## config.mk

```make
export PLATFORM = sky130hd
export DESIGN_NAME = cf_interval_tdc
export DESIGN_NICKNAME = d
export VERILOG_FILES = /design/src/rtl/cf_tdc_pkg.sv /design/src/rtl/cf_tdc_edge.sv /design/src/rtl/cf_tdc_fine_enc.sv /design/src/rtl/cf_tdc_coarse_cnt.sv /design/src/rtl/cf_tdc_merge.sv /design/src/rtl/cf_interval_tdc.sv
export SDC_FILE = /design/constraint.sdc
export NUM_CORES = 1
export LEC_CHECK = 0
export ABC_AREA = 1
export BUFFER_PORTS_ARGS = -buffer_cell sky130_fd_sc_hd__buf_2
export CAP_MARGIN = 20
export CORE_AREA = 2 2 78 65
export CTS_CLUSTER_DIAMETER = 50
export DETAILED_ROUTE_END_ITERATION = 16
export DIE_AREA = 0 0 80 67
export PLACE_DENSITY = 0.81
export SKIP_CTS_REPAIR_TIMING = 1
export SYNTH_ARGS = -nofsm -noshare
export SYNTH_HDL_FRONTEND = slang
export SYNTH_SLANG_ARGS = --single-unit
```

## constraint.sdc

```tcl
create_clock -name clk -period 3.5 [get_ports clk]
set_input_delay 0.35 -clock clk [delete_from_list [all_inputs] [get_ports clk]]
set_output_delay 0.35 -clock clk [all_outputs]
set_load 0.1 [all_outputs]
```

## src/rtl/cf_tdc_pkg.sv

```systemverilog
package cf_tdc_pkg;
    typedef enum logic [1:0] {
        S_IDLE  = 2'd0,
        S_RUN   = 2'd1,
        S_MERGE = 2'd2,
        S_EMIT  = 2'd3
    } tdc_state_e;
endpackage

```

## src/rtl/cf_tdc_edge.sv

```systemverilog
module cf_tdc_edge (
    input  logic clk,
    input  logic rst_n,
    input  logic din,
    output logic rise
);
    logic q, q_d;

    always_ff @(posedge clk) begin
        if (!rst_n) begin
            q   <= 1'b0;
            q_d <= 1'b0;
        end else begin
            q   <= din;
            q_d <= q;
        end
    end

    assign rise = q & ~q_d;
endmodule

```

## src/rtl/cf_tdc_fine_enc.sv

```systemverilog
module cf_tdc_fine_enc #(
    parameter int FW = 4,
    localparam int NT = 1 << FW
) (
    input  logic [NT-1:0] taps,
    output logic [FW-1:0] code
);
    logic found;

    always_comb begin
        code  = '0;
        found = 1'b0;
        for (int i = 1; i < NT; i++) begin
            if (!found && (taps[i] != taps[0])) begin
                code  = FW'(i);
                found = 1'b1;
            end
        end
    end
endmodule

```

## src/rtl/cf_tdc_coarse_cnt.sv

```systemverilog
module cf_tdc_coarse_cnt #(
    parameter int CW = 8
) (
    input  logic          clk,
    input  logic          rst_n,
    input  logic          clr,
    input  logic          inc,
    output logic [CW-1:0] cnt,
    output logic          wrapped
);
    always_ff @(posedge clk) begin
        if (!rst_n) begin
            cnt     <= '0;
            wrapped <= 1'b0;
        end else if (clr) begin
            cnt     <= '0;
            wrapped <= 1'b0;
        end else if (inc) begin
            cnt <= cnt + 1'b1;
            if (cnt == '1) wrapped <= 1'b1;
        end
    end
endmodule

```

## src/rtl/cf_tdc_merge.sv

```systemverilog
module cf_tdc_merge #(
    parameter int CW = 8,
    parameter int FW = 4,
    localparam int OW = CW + FW,
    localparam int W  = OW + 2
) (
    input  logic [CW-1:0] coarse,
    input  logic          wrapped,
    input  logic [FW-1:0] fine_a,
    input  logic [FW-1:0] fine_b,
    output logic [OW-1:0] result
);
    logic signed [W-1:0] total;

    always_comb begin
        total = $signed({2'b00, coarse, {FW{1'b0}}})
              + $signed({{(CW+2){1'b0}}, fine_a})
              - $signed({{(CW+2){1'b0}}, fine_b});
        if (wrapped)
            result = '1;
        else if (total[W-1])
            result = '0;
        else
            result = total[OW-1:0];
    end
endmodule

```

## src/rtl/cf_interval_tdc.sv

```systemverilog
module cf_interval_tdc #(
    parameter int CW = 8,
    parameter int FW = 4,
    localparam int NT = 1 << FW,
    localparam int OW = CW + FW
) (
    input  logic          clk,
    input  logic          rst_n,
    input  logic [NT-1:0] phase_taps,
    input  logic          start_in,
    input  logic          stop_in,
    output logic [OW-1:0] code_out,
    output logic          code_valid,
    output logic          code_ovf
);
    import cf_tdc_pkg::*;

    tdc_state_e    state, nxt;
    logic          start_evt, stop_evt;
    logic [NT-1:0] taps_q;
    logic [FW-1:0] fine_now, fine_a, fine_b;
    logic [CW-1:0] coarse;
    logic          wrapped;
    logic [OW-1:0] merged;

    cf_tdc_edge u_start_edge (.clk(clk), .rst_n(rst_n), .din(start_in), .rise(start_evt));
    cf_tdc_edge u_stop_edge  (.clk(clk), .rst_n(rst_n), .din(stop_in),  .rise(stop_evt));

    always_ff @(posedge clk) begin
        if (!rst_n) taps_q <= '0;
        else        taps_q <= phase_taps;
    end

    cf_tdc_fine_enc #(.FW(FW)) u_fine (.taps(taps_q), .code(fine_now));

    cf_tdc_coarse_cnt #(.CW(CW)) u_cnt (
        .clk(clk), .rst_n(rst_n),
        .clr(state == S_IDLE && start_evt),
        .inc(state == S_RUN && !stop_evt),
        .cnt(coarse), .wrapped(wrapped)
    );

    cf_tdc_merge #(.CW(CW), .FW(FW)) u_merge (
        .coarse(coarse), .wrapped(wrapped),
        .fine_a(fine_a), .fine_b(fine_b), .result(merged)
    );

    always_comb begin
        nxt = state;
        unique case (state)
            S_IDLE:  if (start_evt) nxt = S_RUN;
            S_RUN:   if (stop_evt)  nxt = S_MERGE;
            S_MERGE: nxt = S_EMIT;
            S_EMIT:  nxt = S_IDLE;
            default: nxt = S_IDLE;
        endcase
    end

    always_ff @(posedge clk) begin
        if (!rst_n) state <= S_IDLE;
        else        state <= nxt;
    end

    always_ff @(posedge clk) begin
        if (!rst_n) begin
            fine_a   <= '0;
            fine_b   <= '0;
            code_out <= '0;
            code_ovf <= 1'b0;
        end else begin
            unique case (state)
                S_IDLE: if (start_evt) begin
                    fine_a <= fine_now;
                    fine_b <= '0;
                end
                S_RUN: if (stop_evt) fine_b <= fine_now;
                S_MERGE: begin
                    code_out <= merged;
                    code_ovf <= wrapped;
                end
                default: ;
            endcase
        end
    end

    assign code_valid = (state == S_EMIT);
endmodule

```

==> impl_results.md <==
- Met2 Track Usage GR: 34.5%
- Final Cycle Share: 69.3%
- Finished Core Util: 65.4%
- Register area: 1040 µm²
- Met3 Usage GRT: 6.50%
- DRC: 0
- Switching power: 0.708 mW
- Design area: 2950 µm²
- Global-route wire length before repair: 8860 µm
- Type of the worst min-delay path: input pin to register
- Share of the synthesized area in the top cell type: 38.7%
- Clock transition at path regs: 0.09 ns
- CTS sink cnt: 52
- Max IR drop VDD: 0.577 mV
- Critical Path RT: 3.74 ns
- # diodes: 0
- Count leader, synth: nand2_1
- Max-cap viol count: 0
- Congestion Overflow GR: 0
- Total CTS buffers: 5
- ANT nets after route: 0
- Mapped Area: 2690 µm²
- Gr busiest metal: met2
- Final setup fails: 0
- Clock buffer depth: 2
- Via-to-Cell Ratio: 5.03
- Area added between synthesis and finish: 9.92%
- Synth Area in Simple Gates: 25.0%
- Slowest-stage cell, CP: dfxtp_1
- Final Routed Wirelength: 4970 µm
- Pint: 0.948 mW
- Slew headroom: 60.5%
- Leakage power: 1.44 nW
- Switching Fraction: 42.7%
- Nets@finish: 412
- CTS tree: done
- Total track usage: 21.4%
- Pre-CTS setup slack: 1.06 ns
- Crit path largest cell delay: 0.70 ns
- Seq cells post-synth: 52
- Multi-input logic area: 1360 µm²
- Worst-Margin Slew: 0.591 ns
- Number of global-route vias before repair: 2057
- Die X-Extent: 80 µm
- Top cells by area, synth: dfxtp_1 (39%), nand2_1 (12%), inv_1 (8.5%), ha_1 (5.1%), a21oi_1 (3.2%)
- Syn Inst Count: 346
- Post-synth top cells: nand2_1 (88), inv_1 (61), dfxtp_1 (52), a21oi_1 (17), nor2_1 (16)
- Die H: 67 µm
- Total power: 1.66 mW
- Initial Util: 59.5%
- Final Skew: 0.0117 ns
- Comb pwr share: 39.1%
- Worst-Skew Late Latency: 0.30 ns
- Max Slew Vio Count: 0
- PwrDens: 561 nW/µm²
- Mux contribution to synthesized area: 0%
- Pre-antenna DRT Iters: 4
- Setup crit start kind: register
- Dpl hpwl: 3830 µm
- Post-synth EDFFs: 0
- Adder-cell share of the synthesized area: 5.87%
- DP Area: 2890 µm²
- Synth Area in Compound Gates: 11.7%
- Ys async rst share: 0%
- Syn. warnings: 0
- Met1 usage: 28.5%
- Arr. time, crit path: 2.66 ns
- RSZ-0062 raised after global routing: false
- DR vias: 2204
- H-tree Lvls: 2
- Share of cells above drive strength 1: 17.2%
- Status: complete, no violations
- Synth unique cells: 36
- Flop pwr share: 42.3%
- IO Port Bufs: 33
- Initial antenna violation count: 0
- XOR/XNOR Fraction of Synth Area: 7.87%
- Largest net degree at the start of global routing: 28
- Main combinational cell family by area after synthesis: simple AND/OR/NAND/NOR gates
- Crit-path cells: buf_4, nand2_2, nand2_2, nand3_4, nor2_4, nand4_4, nor2_4, nand4_4, a21oi_1, nor2_1, nand2_1, nand2_1, a21oi_2
- Seq/Total Area, Yosys: 38.7%
- Final hold violation count: 0
- Synth Area per Inst: 7.77 µm²
- Achievable frequency: 412 MHz
- Std cell rows: 22
- Starting DRT DRC Count: 87
- Crit end category: register
- Top_reg_cell synth: dfxtp_1
- WL/cell: 11.4 µm
- Clock power frac: 18.6%
- Worst Path Max Fanout: 10
- Kind of critical path: register to register
- Syn Nets: 378
- Fin crit period: 2.42 ns
- Fill count: 414
- Final WS setup: 1.08 ns
- GPL Wtd Cong: 0.851
- TNS Setup: 0 ns
- Core ar.: 4510 µm²
- Clock root buffer: clkbuf_8
- Boundary pin count: 34
- Die Footprint: 5360 µm²
- Yosys top cell by area: dfxtp_1
-- routing by layer --
metal,vias to the layer above,routed length [µm]
met5,-,0
met4,0,66
met3,9,223
met2,50,2230
met1,989,2450
li1,1156,-
-- power by group through the flow --
stage	combinational, mW	sequential [mW]	clock (mW)
after global placement	0.636	0.710	0
final	0.648	0.700	0.308
after detailed placement	0.645	0.713	0
after CTS	0.650	0.701	0.317
after global routing	0.714	0.709	0.348
after floorplan	0.346	0.898	0
-- sequential cells by signal (all words and copies together) (netlist names) --
name,flops
taps_q,16
u_cnt.wrapped,1
u_start_edge.q_d,1
code_out,12
u_stop_edge.q_d,1
fine_a,4
state,2
code_ovf,1
u_start_edge.q,1
fine_b,4
u_stop_edge.q,1
u_cnt.cnt,8
-- worst max-delay path: cells and delay by family (launching register included) --
kind	cells	cell delay, ns
compound gates	2	0.32
flops	1	0.70
simple gates	10	0.99
buf+inv	1	0.35
-- logic make-up (layout without fill, tap and decap cells) --
kind of cell | Yosys count | in the layout
AOI/OAI and AO/OA | 54 | 54
xor gates and xnor gates | 16 | 16
adders and majority gates | 12 | 12
buffers and inverters | 70 | 102
DFF | 52 | 52
and+or+nand+nor | 142 | 142
-- final timing paths --
path	from	to	slack, ns	depth (start not counted)
setup reg to reg	taps_q[0]	fine_b[3]	1.08	13
hold / removal	phase_taps[9]	taps_q[9]	0.23	3
setup / recovery	taps_q[0]	fine_b[3]	1.08	13
hold reg to reg	u_stop_edge.q	u_stop_edge.q_d	0.43	2
-- layout make-up --
type / count / share of cell area [%]
timing repair buffer: 34 / 5.85
clock buffer: 5 / 2.33
tap: 60 / 2.54
multi-input combinational: 224 / 46.0
sequential: 52 / 35.2
inverter: 63 / 8.09
-- placed cells by master, fill, tap and decap left out, drive strengths merged --
cell and n:
dfxtp 52, o21ai 17, o21bai 1, inv 62, o211ai 2, xnor2 7, nand2 97, or2 1
ha 11, nor2 19, xor2 9, a211oi 1, nor3 5, a21oi 20, buf 34, fa 1
clkinv 1, nand4 7, nand3b 1, clkbuf 5, nand3 10, o41ai 1, nor4 2, a31oi 12
-- through the flow --
stage,hold slack (ns),cells
floorplan,0.407,346
global placement,0.413,433
detailed placement,0.428,433
CTS,0.224,438
global route,0.218,438
finish,0.228,438
No activity file was read; power rests on OpenSTA's default activity.
